==> src/rtl/ifd_pkg.sv <==
package ifd_pkg;

  typedef enum logic [1:0] {
    K_REG    = 2'd0,
    K_REGPTR = 2'd1,
    K_IMM    = 2'd2,
    K_IMMPTR = 2'd3
  } opnd_kind_e;

  typedef enum logic [1:0] {
    AR_NONE  = 2'd0,
    AR_SRC   = 2'd1,
    AR_PAIR  = 2'd2,
    AR_UNDEF = 2'd3
  } arity_e;

  typedef struct packed {
    logic [1:0] size;
    logic [5:0] opcode;
    logic       rsv;
    logic [2:0] cond;
    logic [1:0] tgt;
    logic [1:0] src;
  } ctrl_word_t;

  // Operands each opcode takes
  function automatic arity_e op_arity(input logic [5:0] op);
    case (op)
      6'h00, 6'h0C, 6'h0D, 6'h10, 6'h1C, 6'h1D,
      6'h20, 6'h2A, 6'h3A:
        return AR_NONE;
      6'h08, 6'h09, 6'h0A, 6'h11, 6'h18, 6'h19, 6'h1A,
      6'h28, 6'h29, 6'h2C, 6'h2D, 6'h31, 6'h33, 6'h3D:
        return AR_SRC;
      6'h01, 6'h02, 6'h03, 6'h04, 6'h05, 6'h06, 6'h07, 6'h0B,
      6'h13, 6'h14, 6'h15, 6'h16, 6'h17, 6'h1B,
      6'h21, 6'h22, 6'h23, 6'h24, 6'h25, 6'h26, 6'h27,
      6'h32, 6'h34, 6'h35, 6'h39:
        return AR_PAIR;
      default:
        return AR_UNDEF;
    endcase
  endfunction

  // Bytes occupied by one operand
  function automatic logic [2:0] opnd_bytes(input opnd_kind_e k, input logic [1:0] sz);
    case (k)
      K_IMM: begin
        case (sz)
          2'd0:    return 3'd1;
          2'd1:    return 3'd2;
          default: return 3'd4;
        endcase
      end
      K_IMMPTR: return 3'd4;
      default:  return 3'd1;
    endcase
  endfunction

  // Length of a well-formed instruction
  function automatic logic [3:0] instr_bytes(input ctrl_word_t cw);
    logic [3:0] n;
    arity_e     a;
    a = op_arity(cw.opcode);
    n = 4'd2;
    if (a == AR_SRC || a == AR_PAIR)
      n = n + 4'(opnd_bytes(opnd_kind_e'(cw.src), cw.size));
    if (a == AR_PAIR)
      n = n + 4'(opnd_bytes(opnd_kind_e'(cw.tgt), cw.size));
    return n;
  endfunction

  function automatic logic ctrl_bad(input ctrl_word_t cw);
    return cw.rsv || (cw.size == 2'd3) || (cw.cond == 3'd7) ||
           (op_arity(cw.opcode) == AR_UNDEF);
  endfunction

  function automatic logic cond_pass(input logic [2:0] cc, input logic z, input logic c);
    case (cc)
      3'd0:    return 1'b1;
      3'd1:    return z;
      3'd2:    return !z;
      3'd3:    return c;
      3'd4:    return !c;
      3'd5:    return !(z || c);
      3'd6:    return z || c;
      default: return 1'b0;
    endcase
  endfunction

endpackage

==> src/rtl/ifd_cond_unit.sv <==
module ifd_cond_unit
  import ifd_pkg::*;
(
  input  logic [2:0] cc,
  input  logic       z,
  input  logic       c,
  input  logic       bad,
  output logic       exec
);
  assign exec = !bad && cond_pass(cc, z, c);
endmodule

==> src/rtl/ifd_opnd_acc.sv <==
module ifd_opnd_acc #(
  parameter int OPND_W = 32,
  localparam int NBYTES = OPND_W / 8,
  localparam int IDX_W  = (NBYTES > 1) ? $clog2(NBYTES) : 1
) (
  input  logic              clk,
  input  logic              rst_n,
  input  logic              clr,
  input  logic              wr,
  input  logic [IDX_W-1:0]  idx,
  input  logic [7:0]        din,
  output logic [OPND_W-1:0] val
);
  always_ff @(posedge clk or negedge rst_n) begin
    if (!rst_n)   val <= '0;
    else if (clr) val <= '0;
    else if (wr)  val[idx*8 +: 8] <= din;
  end
endmodule

==> src/rtl/ifd_seq.sv <==
module ifd_seq
  import ifd_pkg::*;
#(
  parameter int LAST_REG = 34,
  parameter int LEN_W    = 4,
  parameter int IDX_W    = 2
) (
  input  logic             clk,
  input  logic             rst_n,
  input  logic             in_valid,
  input  logic [7:0]       in_data,
  output logic             in_ready,
  output logic             acc_clr,
  output logic             src_wr,
  output logic             tgt_wr,
  output logic [IDX_W-1:0] byte_idx,
  output logic             done,
  output ctrl_word_t       cw_out,
  output logic [LEN_W-1:0] len_out,
  output logic             bad_out,
  output logic             ev_take,
  output logic             ev_finish,
  output logic             ev_cw_bad
);
  typedef enum logic [1:0] {ST_LO, ST_HI, ST_SRC, ST_TGT} st_e;

  st_e              st_q, st_d;
  logic [7:0]       lo_q;
  ctrl_word_t       cw_q, cw_now;
  logic [IDX_W-1:0] cnt_q;
  logic             ready_q, regbad_q;
  arity_e           ar_now;
  opnd_kind_e       cur_kind;
  logic [2:0]       need;
  logic             in_opnd, last_byte, reg_byte_bad;

  assign ev_take  = in_valid && ready_q;
  assign in_ready = ready_q;

  always_comb begin
    if (st_q == ST_HI) cw_now = ctrl_word_t'({in_data, lo_q});
    else               cw_now = cw_q;
  end

  assign ar_now    = op_arity(cw_now.opcode);
  assign ev_cw_bad = ctrl_bad(cw_now);
  assign cur_kind  = (st_q == ST_TGT) ? opnd_kind_e'(cw_now.tgt) : opnd_kind_e'(cw_now.src);
  assign need      = opnd_bytes(cur_kind, cw_now.size);
  assign in_opnd   = (st_q == ST_SRC) || (st_q == ST_TGT);
  assign last_byte = ((3'(cnt_q) + 3'd1) == need);
  assign reg_byte_bad = in_opnd && (cur_kind == K_REG || cur_kind == K_REGPTR) &&
                        (int'(in_data) > LAST_REG);

  always_comb begin
    st_d      = st_q;
    ev_finish = 1'b0;
    if (ev_take) begin
      case (st_q)
        ST_LO: st_d = ST_HI;
        ST_HI: begin
          if (ev_cw_bad || ar_now == AR_NONE) begin
            st_d = ST_LO; ev_finish = 1'b1;
          end else begin
            st_d = ST_SRC;
          end
        end
        ST_SRC: begin
          if (last_byte) begin
            if (ar_now == AR_PAIR) st_d = ST_TGT;
            else begin st_d = ST_LO; ev_finish = 1'b1; end
          end
        end
        default: begin
          if (last_byte) begin st_d = ST_LO; ev_finish = 1'b1; end
        end
      endcase
    end
  end

  assign acc_clr  = ev_take && (st_q == ST_LO);
  assign src_wr   = ev_take && (st_q == ST_SRC);
  assign tgt_wr   = ev_take && (st_q == ST_TGT);
  assign byte_idx = cnt_q;

  always_ff @(posedge clk or negedge rst_n) begin
    if (!rst_n) begin
      st_q     <= ST_LO;
      lo_q     <= '0;
      cw_q     <= '0;
      cnt_q    <= '0;
      ready_q  <= 1'b0;
      regbad_q <= 1'b0;
      done     <= 1'b0;
      cw_out   <= '0;
      len_out  <= '0;
      bad_out  <= 1'b0;
    end else begin
      ready_q <= 1'b1;
      st_q    <= st_d;
      done    <= ev_finish;
      if (ev_take && st_q == ST_LO) lo_q <= in_data;
      if (ev_take && st_q == ST_HI) cw_q <= cw_now;
      if (ev_take) cnt_q <= (in_opnd && !last_byte) ? cnt_q + 1'b1 : '0;
      if (acc_clr)                      regbad_q <= 1'b0;
      else if (ev_take && reg_byte_bad) regbad_q <= 1'b1;
      if (ev_finish) begin
        cw_out  <= cw_now;
        len_out <= ev_cw_bad ? LEN_W'(2) : LEN_W'(instr_bytes(cw_now));
        bad_out <= ev_cw_bad || regbad_q || reg_byte_bad;
      end
    end
  end
endmodule

==> src/rtl/ifd_decoder.sv <==
module ifd_decoder
  import ifd_pkg::*;
#(
  parameter int OPND_W   = 32,
  parameter int LAST_REG = 34,
  localparam int NBYTES  = OPND_W / 8,
  localparam int IDX_W   = (NBYTES > 1) ? $clog2(NBYTES) : 1,
  localparam int LEN_W   = $clog2(2 + 2 * NBYTES + 1)
) (
  input  logic              clk,
  input  logic              rst_n,
  input  logic              in_valid,
  input  logic [7:0]        in_data,
  output logic              in_ready,
  input  logic              flag_z,
  input  logic              flag_c,
  output logic              done,
  output logic [LEN_W-1:0]  instr_len,
  output logic [5:0]        opcode,
  output logic [1:0]        op_size,
  output logic [2:0]        cond,
  output logic [1:0]        src_kind,
  output logic [1:0]        tgt_kind,
  output logic [OPND_W-1:0] src_val,
  output logic [OPND_W-1:0] tgt_val,
  output logic              execute,
  output logic              invalid
);
  logic             acc_clr, src_wr, tgt_wr;
  logic [IDX_W-1:0] byte_idx;
  ctrl_word_t       cw_out;
  logic             ev_take, ev_finish, ev_cw_bad;
  logic [OPND_W-1:0] acc_val [2];

  ifd_seq #(.LAST_REG(LAST_REG), .LEN_W(LEN_W), .IDX_W(IDX_W)) u_seq (
    .clk(clk), .rst_n(rst_n), .in_valid(in_valid), .in_data(in_data),
    .in_ready(in_ready), .acc_clr(acc_clr), .src_wr(src_wr), .tgt_wr(tgt_wr),
    .byte_idx(byte_idx), .done(done), .cw_out(cw_out), .len_out(instr_len),
    .bad_out(invalid), .ev_take(ev_take), .ev_finish(ev_finish),
    .ev_cw_bad(ev_cw_bad)
  );

  for (genvar g = 0; g < 2; g++) begin : g_acc
    ifd_opnd_acc #(.OPND_W(OPND_W)) u_acc (
      .clk(clk), .rst_n(rst_n), .clr(acc_clr),
      .wr((g == 0) ? src_wr : tgt_wr),
      .idx(byte_idx), .din(in_data), .val(acc_val[g])
    );
  end

  assign src_val  = acc_val[0];
  assign tgt_val  = acc_val[1];
  assign opcode   = cw_out.opcode;
  assign op_size  = cw_out.size;
  assign cond     = cw_out.cond;
  assign src_kind = cw_out.src;
  assign tgt_kind = cw_out.tgt;

  ifd_cond_unit u_cond (
    .cc(cw_out.cond), .z(flag_z), .c(flag_c), .bad(invalid), .exec(execute)
  );
endmodule

==> config.mk <==
export PLATFORM = sky130hd
export DESIGN_NAME = ifd_decoder
export DESIGN_NICKNAME = d
export VERILOG_FILES = /design/src/rtl/ifd_pkg.sv /design/src/rtl/ifd_cond_unit.sv /design/src/rtl/ifd_opnd_acc.sv /design/src/rtl/ifd_seq.sv /design/src/rtl/ifd_decoder.sv
export SDC_FILE = /design/constraint.sdc
export NUM_CORES = 1
export LEC_CHECK = 0
export ABC_AREA = 1
export BUFFER_PORTS_ARGS = -buffer_cell sky130_fd_sc_hd__buf_2
export CAP_MARGIN = 5
export CORE_MARGIN = 8
export CORE_UTILIZATION = 39
export DETAILED_ROUTE_END_ITERATION = 16
export PLACE_DENSITY = 0.55
export SYNTH_ARGS = -nofsm -noshare
export SYNTH_HDL_FRONTEND = slang
export SYNTH_SLANG_ARGS = --single-unit
==> constraint.sdc <==
create_clock -name clk -period 5.1 [get_ports clk]
set_input_delay 1.53 -clock clk [delete_from_list [all_inputs] [get_ports clk]]
set_output_delay 1.53 -clock clk [all_outputs]
set_load 0.01 [all_outputs]
# Yosys cells after proc, flatten, opt, wreduce, memory -nomap -nowiden
# Memories as Yosys holds them, arrays and structs flattened.
# Cells that the tools add are included.
# W data, S select, Z words.
word_totals:
  output_inout_bits: 87
  inputBits: 13
  mem_count: 3
  elab_cells: 128
  rom_bits: 384
  reg_bits: 115
classes:
  n_eq_ne: 25
  addsub: 5
  n_mux: 36
  n_reduce_logical: 35
  shifts: 2
  order_cmp: 1
memory_table:
  columns: ["name", "depth", "width", "rd", "rd_ports_with_merged_regs", "write_ports", "line_no", "rtl"]
  rows:
  - ["(name not given)", 64, 2, 1, 0, 0, "ifd_pkg.sv:28", "case (op)"]
  - ["(name not given)", 64, 2, 1, 0, 0, "ifd_pkg.sv:28", null]
  - ["(name not given)", 64, 2, 1, 0, 0, "ifd_pkg.sv:28", null]
op_table:
  columns: ["operator", "n"]
  rows:
  - ["$mux W32", 4]
  - ["$bwmux W32", 2]
  - ["$neg A5 Y34", 1]
  - ["$shift A8 B34 Y32 const A", 1]
  - ["$shiftx A8 B34 Y32", 1]
  - ["$eq A2 B2 Y1 const B", 12]
  - ["$pmux W3 S2", 4]
  - ["$mux W16", 1]
  - ["$mux W4", 4]
  - ["$mux W2", 7]
  - ["$eq A3 B3 Y1 const B", 4]
  - ["$mux W3", 4]
  - ["$logic_and A1 B1 Y1", 10]
  - ["$logic_or A1 B1 Y1", 10]
  - ["$eq A2 B1 Y1 const B", 4]
  - ["$gt A8 B6 Y1 const B", 1]
  - ["$logic_not A2 Y1", 4]
  - ["$mux W1", 7]
  - ["$pmux W1 S7", 1]
  - ["$eq A3 B2 Y1 const B", 2]
  - ["$pmux W2 S3", 1]
  - ["$reduce_bool A2 Y1", 3]
  - ["$logic_not A1 Y1", 5]
  - ["$add A2 B3 Y4 const A", 1]
  - ["other kinds (10)", 10]

# Logic depth before layout (Yosys ltp)
logic_depth:
  depth_word: 21
  depth_mapped: 25
  depth_no_buf: 23

# Cells and area by module
# From an unflattened synthesis, not the netlist that was laid out.
unflattened:
  hier_cells: 787
  hier_area_um2: 6123.4
by_module_without_submodules:
  columns: ["module", "instances", "cells_each", "seq_area_each_um2", "area_each_um2"]
  rows:
  - ["ifd_seq", 1, 400, 1301.2, 3081.7]
  - ["ifd_opnd_acc at g_acc[0].u_acc", 1, 184, 800.8, 1491.4]
  - ["ifd_opnd_acc at g_acc[1].u_acc", 1, 182, 800.8, 1465.2]
  - ["ifd_cond_unit", 1, 21, 0.0, 85.1]

# Worst setup path before layout
# No wires, ideal clock.
synth_path:
  path_kind: "in2reg"
  from: "input in_data[1]"
  to: "register u_seq.len_out[1]"
  n_path_buf: 0
  required_time_ns: 4.984
  setup_time_ns: 0.116
  setup_slack_ns: 0.787
  t_arrival_ns: 4.196
  cell_stages: 19
  path_cell_list: "inv_1 > o21ai_4 > inv_1 > ha_1 > or2_2 > nor2_1 > o21ai_1 > nand3_1 > inv_1 > ha_1 > inv_1 > o21ai_0 > nor2_1 > ha_1 > fa_1 > a21oi_1 > nand2_1 > nand2_1 > nand2_1"
synth_lines:
  columns: ["item", "line_no", "rtl"]
  rows:
  - ["start, declared", "ifd_decoder.sv:13", "input logic [7:0] in_data,"]
  - ["end signal, assigned", "ifd_seq.sv:108", "len_out <= ev_cw_bad ? LEN_W'(2) : LEN_W'(instr_bytes(cw_now));"]
  - ["end, declared", "ifd_seq.sv:19", "output logic [LEN_W-1:0] len_out,"]

==> out/summary.txt <==
Clk Latency, worst-skew pair: 0.42 ns
FMAX: 0.225 GHz
crit-path max FO: 8
Cell variety after synth: 40
met2 routed WL: 6890 um
synthesized cell area: 0.00572 mm2
Min-Delay Endpoint: g_acc[1].u_acc.val[21]$_DFFE_PN0P_
top_reg_cell synth: dfrtp_1
share of layout cells above drive strength 1: 21.3%
clock sink total: 115
core box area: 0.0144 mm2
Seq/Total Area, Yosys: 50.3%
postcts setup bufs: 0
# diodes: 0
pins over their slew limit: 0
total track usage: 17.3%
Critical Path RT: 5.40 ns
Crit Path Category: primary input to flip-flop
DR top layer: met4
pin count of the biggest net entering global routing: 58
clk_skew: 0.00517 ns
CTS resizes: 0
register bit total from synthesis: 115
hold buffer count at cts: 0
met3 WL: 1070 um
vias in the first global route: 5046
die area: 0.0188 mm2
DR WL/cell: 15.5 um
Worst EP arrival: 4.75 ns
cts bufs inserted: 17
worst reg2reg path startpoint: u_seq.st_q[1]$_DFFE_PN0P_
Post-DP HPWL: 11400 um
Area growth syn-to-layout: 22.3%
Leak: 3.71 nW
TritonRoute pass-1 iters: 5
Vias/cell: 4.99
Slew HR: 45.3%
Max H-tree Level: 4
met1 WL: 7250 um
Setup WS pre-CTS: 0.253 ns
Top Ports: 100
Worst Max-Slew Pin Slew: 0.818 ns
clk slew on worst S/H paths: 0.05 ns
GP Congestion: 0.876
R2R cell count: 21
Worst VDD drop: 0.000304 V
Final nets: 835
YS warnings: 0
number of enable flip-flop cells after synthesis: 0
unrepaired setup endpoints after global routing: false
Syn Area/Cell: 8.09 um2
Hold Path Cell Cnt: 2
max-cap violations: 0
Worst R2R End: u_seq.len_out[1]$_DFFE_PN0P_
Post-Synthesis Cells: 707
DRC marker count from the first detailed-route iteration: 288
outcome: finished clean
Final WS setup: 0.659 ns
setup violators final: 0
endpoints failing hold: 0
setup TNS: 0 ns
Setup crit end kind: flip-flop
starting density of the core: 39.7%
net count after synthesis: 737
CP startpoint kind: primary input
Final ANT Viol Nets: 0
minimum clock period: 4.44 ns
Power Density: 642 mW/mm2
FP Rows: 44
type of the most critical hold path: flip-flop to flip-flop
Max Root-Sink Buffers: 2
Vias: 4999
die height: 137 um
first-pass GRT wire length: 25500 um
FF-to-FF setup slack: 0.97 ns
final cycle utilization of the critical path: 87.1%
CTS root buf: clkbuf_16
Hold WS: 0.472 ns
Detailed Route WL: 15500 um
antenna violations before repair: 0
Pwr Total: 4.49 mW
I/O Buffers: 99
number of remaining DRC errors: 0
Async SR Flop Fraction: 100%
Die Wd: 137 um
remaining global-route overflow: 0
Worst Min Path Start: g_acc[1].u_acc.val[21]$_DFFE_PN0P_
CTS tree: built
==> worst max-delay path by stage <==
stage / from / to / slack (ns) / cells past startpoint
floorplan: in_data[1] / u_seq.len_out[1]$_DFFE_PN0P_ / 0.79 / 19
global placement: in_data[1] / u_seq.len_out[2]$_DFFE_PN0P_ / 0.37 / 21
detailed placement: in_data[1] / u_seq.len_out[2]$_DFFE_PN0P_ / 0.25 / 21
CTS: in_data[1] / u_seq.len_out[2]$_DFFE_PN0P_ / 0.67 / 21
global route: in_data[1] / u_seq.len_out[1]$_DFFE_PN0P_ / 0.42 / 20
finish: in_data[1] / u_seq.len_out[1]$_DFFE_PN0P_ / 0.66 / 20
==> report_power, final <==
group          internal [mW]  switching, mW
Combinational          0.610           1.20
Sequential              1.15          0.166
Clock                  0.949          0.413
==> synth_stat cells (2+ instances only) <==
library cell | count | area [um2]
clkbuf_1 | 8 | 30.0
nand2_2 | 6 | 37.5
o21ai_2 | 9 | 78.8
ha_1 | 16 | 200
nor2_1 | 34 | 128
buf_2 | 8 | 40.0
inv_2 | 8 | 30.0
nand3_1 | 61 | 305
dfrtp_1 | 115 | 2880
a21oi_1 | 13 | 65.1
a21oi_2 | 4 | 35.0
nor2_2 | 3 | 18.8
buf_6 | 5 | 56.3
nor3_1 | 5 | 25.0
nand2_1 | 255 | 957
or2_2 | 2 | 12.5
nand4_2 | 2 | 25.0
o21ai_1 | 19 | 95.1
nor2_4 | 2 | 22.5
o21ai_0 | 61 | 305
inv_1 | 52 | 195
==> registers in the layout, indices dropped and copies added (netlist names), 2 cells and up <==
register and cells:
u_seq.st_q 2, u_seq.lo_q 8, g_acc.u_acc.val 64, u_seq.len_out 4
u_seq.cw_out 15, u_seq.cw_q 16, u_seq.byte_idx 2
==> metrics by stage <==
stage | util [%] | instance area [um2] | cells
global route | 48.5 | 7000 | 1001
CTS | 48.5 | 7000 | 1001
global placement | 43.8 | 6320 | 970
finish | 48.5 | 7000 | 1001
floorplan | - | 5720 | 707
detailed placement | 43.8 | 6320 | 970
==> critical path, stage by stage <==
cell and delay [ns]:
buf_2 0.17, inv_1 0.13, o21ai_4 0.27, inv_1 0.11, ha_1 0.27, or2_2 0.31
nor2_1 0.12, o21ai_1 0.07, nand3_1 0.10, inv_1 0.07, ha_1 0.31, inv_1 0.09
o21ai_0 0.09, nor2_1 0.16, ha_1 0.21, fa_1 0.41, a21oi_1 0.14, nand2_1 0.06
nand2_1 0.06, nand2_1 0.05
==> cell families after synthesis <==
| family | after synthesis | share of synthesized area (%) |
|---|---|---|
| buffers and inverters | 85 | 6.69 |
| adder cells (fa/ha/maj) | 17 | 3.85 |
| other | 1 | 0.0656 |
| flip-flops | 115 | 50.3 |
| XOR/XNOR | 1 | 0.153 |
| AO/OA/AOI/OAI | 113 | 11.2 |
| AND/OR/NAND/NOR | 375 | 27.7 |
==> routing by layer <==
| metal | vias up | GRT usage, % |
|---|---|---|
| met4 | 0 | 7.00 |
| met3 | 23 | 5.10 |
| li1 | 2459 | - |
| met5 | - | 0 |
| met1 | 2349 | 23.1 |
| met2 | 168 | 25.8 |
==> layout make-up <==
class,count,area [um2]
Fill cell,1438,7430
Sequential cell,115,2880
Multi-Input combinational cell,507,2460
Timing Repair Buffer,103,528
Clock buffer,21,470
Tap cell,184,230
Inverter,61,229
Clock inverter,10,203
==> layout by cell type, fill, tap and decap left out, types with 2 or more instances in the layout <==
cell,n
nand4_2,2
clkbuf_16,17
inv_2,8
a21oi_2,4
or2_2,2
a21oi_1,13
nor3_1,5
o21ai_0,61
dfrtp_1,115
nor2_4,2
ha_1,16
nand2_2,6
nor2_1,34
buf_4,5
nand2_1,255
inv_1,52
nand3_1,61
buf_2,98
clkinv_2,3
o21ai_1,19
o21ai_2,9
clkbuf_8,3
bufinv_16,6
nor2_2,3
(Power assumes the default switching activity.)
